`config.mk`:
```
export PLATFORM = sky130hd
export DESIGN_NAME = stereo_fifo_host
export DESIGN_NICKNAME = d
export VERILOG_FILES = /design/src/rtl/sfh_pkg.sv /design/src/rtl/sfh_fifo.sv /design/src/rtl/sfh_pins.sv /design/src/rtl/stereo_fifo_host.sv
export SDC_FILE = /design/constraint.sdc
export NUM_CORES = 1
export LEC_CHECK = 0
export BUFFER_PORTS_ARGS = -buffer_cell sky130_fd_sc_hd__buf_2
export CORE_MARGIN = 5
export CORE_UTILIZATION = 60
export CTS_CLUSTER_SIZE = 28
export DETAILED_ROUTE_END_ITERATION = 10
export MAX_ROUTING_LAYER = met4
export PLACE_DENSITY = 0.77
export SYNTH_ARGS = -nofsm -noshare
export SYNTH_HDL_FRONTEND = slang
export SYNTH_HIERARCHICAL = 1
export SYNTH_SLANG_ARGS = --single-unit
export TNS_END_PERCENT = 10
```
`constraint.sdc`:
```
create_clock -name clk -period 5.3 [get_ports clk]
set_input_delay 0.53 -clock clk [delete_from_list [all_inputs] [get_ports clk]]
set_output_delay 0.53 -clock clk [all_outputs]
set_load 0.02 [all_outputs]
```
`src/rtl/sfh_pkg.sv`:
```
package sfh_pkg;
    // Configuration word; packed so that cfg_t'(din[5:0]) places bit0 in stereo.
    typedef struct packed {
        logic dack_hi;
        logic dreq_inv;
        logic flag_inv;
        logic wide;
        logic dma;
        logic stereo;
    } cfg_t;
endpackage

```
`src/rtl/sfh_fifo.sv`:
```
module sfh_fifo #(
    parameter int W     = 16,
    parameter int DEPTH = 16
) (
    input  logic                       clk,
    input  logic                       rst_n,
    input  logic                       push,
    input  logic [W-1:0]               wdata,
    input  logic                       pop,
    output logic [W-1:0]               head,
    output logic [$clog2(DEPTH+1)-1:0] count,
    output logic                       empty,
    output logic                       half,
    output logic                       full
);
    localparam int AW = $clog2(DEPTH);
    localparam int CW = $clog2(DEPTH + 1);

    typedef struct packed {
        logic [AW-1:0] wp;
        logic [AW-1:0] rp;
        logic [CW-1:0] cnt;
    } fifo_st_t;

    fifo_st_t st_q, st_d;
    logic [W-1:0] mem_q [DEPTH];
    logic push_ok, pop_ok;

    assign empty   = (st_q.cnt == '0);
    assign full    = (st_q.cnt == CW'(DEPTH));
    assign half    = (st_q.cnt > CW'(DEPTH / 2));
    assign push_ok = push && !full;
    assign pop_ok  = pop && !empty;
    assign head    = mem_q[st_q.rp];
    assign count   = st_q.cnt;

    always_comb begin
        st_d = st_q;
        if (push_ok) st_d.wp = st_q.wp + 1'b1;
        if (pop_ok)  st_d.rp = st_q.rp + 1'b1;
        case ({push_ok, pop_ok})
            2'b10:   st_d.cnt = st_q.cnt + 1'b1;
            2'b01:   st_d.cnt = st_q.cnt - 1'b1;
            default: st_d.cnt = st_q.cnt;
        endcase
    end

    always_ff @(posedge clk) begin
        if (!rst_n) st_q <= '0;
        else        st_q <= st_d;
    end

    always_ff @(posedge clk) begin
        if (push_ok) mem_q[st_q.wp] <= wdata;
    end

    AST_NO_OVERFLOW: assert property (@(posedge clk) disable iff (!rst_n)
        st_q.cnt <= CW'(DEPTH));
    AST_FULL_DROP: assert property (@(posedge clk) disable iff (!rst_n)
        (full && push && !pop) |=> (count == CW'(DEPTH)) && $stable(st_q.wp));
    AST_EMPTY_POP: assert property (@(posedge clk) disable iff (!rst_n)
        (empty && pop && !push) |=> empty && $stable(st_q.rp));
endmodule

```
`src/rtl/sfh_pins.sv`:
```
module sfh_pins (
    input  logic sel_r,
    input  logic flag_inv,
    input  logic dreq_inv,
    input  logic dma,
    input  logic empty_l,
    input  logic half_l,
    input  logic full_l,
    input  logic empty_r,
    input  logic half_r,
    input  logic full_r,
    output logic fifo_empty,
    output logic fifo_half,
    output logic fifo_full,
    output logic dreq_l,
    output logic dreq_r
);
    logic [2:0] raw_sel;

    always_comb begin
        raw_sel    = sel_r ? {empty_r, half_r, full_r} : {empty_l, half_l, full_l};
        fifo_empty = raw_sel[2] ^ flag_inv;
        fifo_half  = raw_sel[1] ^ flag_inv;
        fifo_full  = raw_sel[0] ^ flag_inv;
        dreq_l     = (dma && !full_l) ^ dreq_inv;
        dreq_r     = (dma && !full_r) ^ dreq_inv;
    end
endmodule

```
`src/rtl/stereo_fifo_host.sv`:
```
module stereo_fifo_host
    import sfh_pkg::*;
#(
    parameter int W     = 16,
    parameter int DEPTH = 16
) (
    input  logic         clk,
    input  logic         rst_n,
    input  logic         cs_n,
    input  logic         wr_n,
    input  logic         rd_n,
    input  logic         dc,
    input  logic         ch,
    input  logic [W-1:0] din,
    output logic [7:0]   dout,
    output logic         fifo_empty,
    output logic         fifo_half,
    output logic         fifo_full,
    output logic         busy_n,
    output logic         dreq_l,
    output logic         dreq_r,
    input  logic         dack_l,
    input  logic         dack_r,
    input  logic         pop_l,
    input  logic         pop_r,
    output logic [W-1:0] sample_l,
    output logic [W-1:0] sample_r
);
    localparam int CW = $clog2(DEPTH + 1);

    typedef struct packed {
        cfg_t       cfg;
        logic       phase;
        logic [7:0] lo;
        logic       play_l;
        logic       play_r;
    } host_st_t;

    host_st_t st_q, st_d;
    logic wr_cyc, rd_cyc, sel_r, ack_l, ack_r, dma_ok, cmd_wr, data_wr;
    logic push;
    logic [W-1:0] sample_in;
    logic empty_l, half_l, full_l, empty_r, half_r, full_r;
    logic [CW-1:0] cnt_l, cnt_r;

    assign wr_cyc  = !cs_n && !wr_n;
    assign rd_cyc  = !cs_n && !rd_n;
    assign sel_r   = st_q.cfg.stereo && ch;
    assign ack_l   = st_q.cfg.dack_hi ? dack_l : !dack_l;
    assign ack_r   = st_q.cfg.dack_hi ? dack_r : !dack_r;
    assign dma_ok  = !st_q.cfg.dma || (sel_r ? ack_r : ack_l);
    assign cmd_wr  = wr_cyc && !dc;
    assign data_wr = wr_cyc && dc && dma_ok;

    always_comb begin
        st_d      = st_q;
        push      = 1'b0;
        sample_in = '0;
        if (cmd_wr) begin
            st_d.cfg   = cfg_t'(din[5:0]);
            st_d.phase = 1'b0;
        end else if (data_wr) begin
            if (st_q.cfg.wide) begin
                push      = 1'b1;
                sample_in = din;
            end else if (!st_q.phase) begin
                st_d.lo    = din[7:0];
                st_d.phase = 1'b1;
            end else begin
                push       = 1'b1;
                sample_in  = W'({din[7:0], st_q.lo});
                st_d.phase = 1'b0;
            end
        end
        st_d.play_l = st_q.play_l || half_l;
        st_d.play_r = st_q.play_r || half_r;
    end

    always_ff @(posedge clk) begin
        if (!rst_n) st_q <= '0;
        else        st_q <= st_d;
    end

    sfh_fifo #(.W(W), .DEPTH(DEPTH)) u_fifo_l (
        .clk(clk), .rst_n(rst_n), .push(push && !sel_r), .wdata(sample_in),
        .pop(pop_l && st_q.play_l), .head(sample_l), .count(cnt_l),
        .empty(empty_l), .half(half_l), .full(full_l)
    );

    sfh_fifo #(.W(W), .DEPTH(DEPTH)) u_fifo_r (
        .clk(clk), .rst_n(rst_n), .push(push && sel_r), .wdata(sample_in),
        .pop(pop_r && st_q.play_r), .head(sample_r), .count(cnt_r),
        .empty(empty_r), .half(half_r), .full(full_r)
    );

    sfh_pins u_pins (
        .sel_r(sel_r), .flag_inv(st_q.cfg.flag_inv), .dreq_inv(st_q.cfg.dreq_inv),
        .dma(st_q.cfg.dma), .empty_l(empty_l), .half_l(half_l), .full_l(full_l),
        .empty_r(empty_r), .half_r(half_r), .full_r(full_r),
        .fifo_empty(fifo_empty), .fifo_half(fifo_half), .fifo_full(fifo_full),
        .dreq_l(dreq_l), .dreq_r(dreq_r)
    );

    assign busy_n = !(st_q.play_l || st_q.play_r);
    assign dout   = (rd_cyc && !dc)
                  ? {1'b0, full_r, half_r, empty_r, full_l, half_l, empty_l,
                     st_q.play_l || st_q.play_r}
                  : 8'h00;

    AST_CS_GUARD: assert property (@(posedge clk) disable iff (!rst_n)
        cs_n |=> $stable(st_q.cfg) && $stable(st_q.phase));
    AST_PLAY_STICKY: assert property (@(posedge clk) disable iff (!rst_n)
        (st_q.play_l && st_q.play_r) |=> !busy_n);
    AST_PLAY_HOLD_L: assert property (@(posedge clk) disable iff (!rst_n)
        st_q.play_l |=> st_q.play_l);
    AST_MONO_RIGHT: assert property (@(posedge clk) disable iff (!rst_n)
        !st_q.cfg.stereo |=> cnt_r <= $past(cnt_r));
    AST_DREQ_FULL: assert property (@(posedge clk) disable iff (!rst_n)
        (st_q.cfg.dma && full_r) |-> (dreq_r == st_q.cfg.dreq_inv));
endmodule

```
Word level (Yosys, flattened, before mapping)
Memory sizes are Yosys's and may differ from the RTL's. A register that Yosys moved wholly into a read port is not among the register bits. Cells that the tools add are included.

Add/subtract/negate cells: 8. $lt $le $gt $ge: 2. Equal/unequal tests: 6. Multiplexer cells: 24. Bitwise gates (word level): 9. Reductions and logical operators: 41.

Operators by type and width (count): 16-bit two-way mux (4); 5-bit one-hot mux with 2 select lines (2); 1-bit logical AND (17); 4-bit by 1-bit adder with 4-bit output, second input constant (4); 4-bit two-way mux (4); 1-bit logical NOT (13); 1-bit two-way mux (12); 5-bit by 1-bit adder with 5-bit output, second input constant (2); 5-bit == test, second input constant (2); 5-bit by 4-bit greater-than comparator with 1-bit output, second input constant (2); 5-bit logical NOT (2); 5-bit by 1-bit subtractor with 5-bit output, second input constant (2); 7-bit two-way mux (1); 1-bit bitwise XOR (5); 2-bit by 1-bit == test with 1-bit output, second input constant (2); 2-bit == test, second input constant (2); 1-bit logical OR (4); 1-bit inverter (4); 4-bit AND reduction (1); 2-bit nonzero test (2); 3-bit two-way mux (1); 2-bit AND reduction (1); 2-bit OR reduction (1).

Register bits: 43. RAM bits: 512. Input port bits: 27. Output and inout port bits: 46. Logic and storage cells: 108. Memories kept: 2.

Memories: u_fifo_l.mem_q (words 16, bits a word 16, read ports 1, clocked after Yosys merged registers in 1, wr ports 1, RTL line sfh_fifo.sv:26) `logic [W-1:0] mem_q [DEPTH];`; u_fifo_r.mem_q (words 16, bits a word 16, read ports 1, clocked after Yosys merged registers in 1, wr ports 1, RTL line sfh_fifo.sv:26).

Longest topological paths before layout
Word-level depth: 11. Gate-level depth with buffers: 15. Gate-level depth less buffers: 14.

Hierarchy
Netlist, hierarchy kept.

Modules (own cells, without submodules): sfh_fifo (times used 2, cells an instance 486, area an instance 10777.8 sq um, seq. area each 8027.7 sq um); stereo_fifo_host (times used 1, cells an instance 133, area an instance 1029.7 sq um, seq. area each 340.3 sq um); sfh_pins (times used 1, cells an instance 10, area an instance 86.3 sq um, seq. area each 0.0 sq um).

Least setup slack after synthesis
Ideal clock, no wire load.

Path kind: input to register. From: input port cs_n. To: memory u_fifo_r.mem_q[3][0] (enable). Setup time: 0.409 ns. Arrival time: 3.006 ns. Required time: 4.891 ns. Setup slack: 1.885 ns. Stages on the path: 6. Path buffers: 0. Cells stage by stage: nor3b_1 nand3_2 nor3b_1 a21boi_2 nand2_1 nor3_1.

Longest elaborated chain between the ends: 10. Elaborated cells between the ends (all ways): 11. Classes of those cells: mux (4); reduce/logical (7).

Ends and longest elaborated chain: start: declaration (RTL line stereo_fifo_host.sv:9) `input logic cs_n,`; 1-bit logical NOT * (RTL line stereo_fifo_host.sv:46) `assign wr_cyc = !cs_n && !wr_n;`; 1-bit logical AND * (RTL line stereo_fifo_host.sv:46); 1-bit logical AND (2 in a row) (RTL line stereo_fifo_host.sv:53) `assign data_wr = wr_cyc && dc && dma_ok;`; 1-bit two-way mux (RTL line stereo_fifo_host.sv:62) `end else if (data_wr) begin`; 1-bit two-way mux * (RTL line stereo_fifo_host.sv:59) `if (cmd_wr) begin`; 1-bit logical AND * (RTL line stereo_fifo_host.sv:91) `.clk(clk), .rst_n(rst_n), .push(push && sel_r), .wdata(sample_in),`; 1-bit logical AND * (RTL line sfh_fifo.sv:32) `assign push_ok = push && !full;`; 1-bit two-way mux * (RTL line sfh_fifo.sv:54) `if (push_ok) mem_q[st_q.wp] <= wdata;`; 1-bit two-way mux (not written as such) * (RTL line sfh_fifo.sv:54); end: declaration (RTL line sfh_fifo.sv:26).

Mark *: on every way between the ends. The rest lies on a longest branch, timed or not.

==> impl_metrics.py <==
metrics = {
    "power": {
        "p_per_area_nw_per_um2": 335,
        "p_clk_share_pct": 42.7,
        "swShare_pct": 19.4,
        "p_leak_nw": 8.08,
        "irDropWorstVdd_uv": 248,
        "p_int_w": 0.00683,
        "pwr-share-comb_pct": 0.9,
        "p_switching_w": 0.00165,
        "pwr-share-seq_pct": 56.5,
    },
    "cts": {
        "cts_buffers": 52,
        "cts-root-buf": "clkbuf_16",
        "clk_pin_slew_ns": 0.06,
        "cts_buffer_depth": 3,
        "postCtsSetupRepairBufs": 0,
        "clkLatencyLatePin_ns": 0.58,
        "cts.htree.levels": 2,
        "ctsResizeCount": 0,
        "cts.sinks": 563,
        "ctsHoldBuffers": 0,
        "cts_tree": "built",
    },
    "finish": {
        "most-common-layout-cells": "edfxtp_1 (512), mux4_2 (108), buf_2 (71)",
        "final_cells": 1769,
        "fillers": 2265,
        "syn_to_final_growth_pct": 11.9,
        "fin_nets": 1254,
        "fin_util_pct": 67.6,
        "final_common_cell": "edfxtp_1",
        "drive_gt1_share_pct": 28.0,
    },
    "timing": {
        "drv_slew": 0,
        "tightest_slew_ns": 1.26,
        "fin_setup_tns_ns": 0,
        "fmax_ghz": 0.262,
        "slew_headroom_pct": 15.6,
        "hold_viol": 0,
        "rsz0062_at_grt": "no",
        "period_needed_ns": 3.82,
        "fin_crit_sh_pct": 72.0,
        "holdWs_ns": 0.233,
        "finalClockSkew_ns": 0.0190,
        "final-setup-viol-count": 0,
    },
    "worst_setup_path": {
        "r2r_end": "u_fifo_r/count[4]",
        "critPathRequiredTime_ns": 4.77,
        "crit_arrival_ns": 3.29,
        "r2r_slack_ns": 1.51,
        "endpoint_kind": "output port",
        "start_kind": "flip-flop",
        "path_class": "reg2out",
        "r2r_cells": 14,
        "critPathMaxFanout": 42,
        "timing.rr.start": "st_q[11]",
    },
    "floorplanning": {
        "start_util_pct": 60.4,
        "rows": 71,
        "dieArea_um2": 41600,
        "fp.dieW_um": 204,
        "ios": 73,
        "core_area_um2": 37400,
        "die_height_um": 204,
    },
    "synth": {
        "syn_inst": 1105,
        "syn_avg_cell_area_um2": 20.4,
        "syn_nets": 1146,
        "yosys_warnings": 6,
        "synth_area_um2": 22600,
    },
    "global_routing": {
        "gr-usage-all-layers_pct": 24.5,
        "grt_overflow": 0,
        "antenna_found_initial": 6,
        "grt_pass1_wl_um": 72700,
        "grt_max_degree": 56,
        "grt_pass1_vias": 11300,
    },
    "routing": {
        "drt_iter0_drc": 1390,
        "vias": 11200,
        "first_pass_iters": 5,
        "avgViaCountPerCell": 6.35,
        "drc": 0,
        "postRouteAntennaNets": 0,
        "avgRoutedWirePerCell_um": 27.5,
        "wirelength_um": 48700,
    },
    "place": {
        "place_inst": 1670,
        "portBuffers": 71,
        "place_hpwl_um": 27900,
        "gp_congestion": 0.843,
    },
    "run_status": {
        "status": "completed",
    },
    "hold_path": {
        "hold_depth": 3,
        "hp-class": "in2reg",
        "holdCritStartpoint": "din[7]",
        "hold_path_end": "st_q[9]",
    },
    "job": {
        "drv_cap": 0,
    },
}
## metrics by stage
step,total power (W),instance area (um^2),setup slack (ns)
3_3_place_gp,0.00495,23600,1.31
4_1_cts,0.00852,25300,1.38
5_1_grt,0.00873,25300,1.13
2_1_floorplan,0.00492,22600,1.88
6_report,0.00847,25300,1.48
3_5_place_dp,0.00495,23600,1.16
## worst max-delay path by stage
| stage | slack, ns | end | startpoint |
|---|---|---|---|
| finish | 1.48 | sample_l[4] | flip-flop |
| global placement | 1.31 | u_fifo_l/count[4] | cs_n |
| detailed placement | 1.16 | u_fifo_r/count[4] | cs_n |
| global route | 1.13 | u_fifo_r/count[4] | st_q[11] |
| floorplan | 1.88 | u_fifo_r/mem_q[3][0] | cs_n |
| CTS | 1.38 | sample_l[4] | flip-flop |
## power groups by stage
stage / combinational [W] / sequential [W] / clock, W
global route: 0.0000791 / 0.00478 / 0.00387
CTS: 0.0000723 / 0.00478 / 0.00366
detailed placement: 0.0000722 / 0.00488 / 0
floorplan: 0.0000419 / 0.00488 / 0
finish: 0.0000724 / 0.00478 / 0.00362
global placement: 0.0000708 / 0.00488 / 0
## layer usage
metal / global-route usage (%) / vias to the layer above / routed length (um)
li1: - / 4747 / -
met1: 35.4 / 5789 / 19300
met2: 36.7 / 619 / 23100
met3: 5.60 / 81 / 5170
met4: 6.05 / 0 / 1130
met5: - / - / 0
## worst max-delay path, stage by stage, from the launching register on
cell	delay (ns)
dfxtp_4	0.87
buf_4	0.52
mux4_2	0.59
mux4_2	0.52
buf_2	0.19
## state kept, by name (all words and copies together), names as in the netlist, named ones only
register and flops:
u_fifo_r/count 5, st_q 17, u_fifo_l/count 5, u_fifo_l/st_q 8, u_fifo_l/mem_q 256, u_fifo_r/st_q 8, u_fifo_r/mem_q 256
## final cells by class
| cell class | instances | area [um^2] | area share, % |
|---|---|---|---|
| antenna | 3 | 7.51 | 0.0297 |
| clock buffer | 57 | 1340 | 5.31 |
| clock inverter | 39 | 302 | 1.19 |
| inverter | 17 | 63.8 | 0.252 |
| multi-input combinational | 465 | 5850 | 23.1 |
| sequential | 563 | 16400 | 64.9 |
| tap | 511 | 639 | 2.53 |
| timing repair buffer | 114 | 678 | 2.68 |
Note: power is estimated with default switching activity, not from simulation.
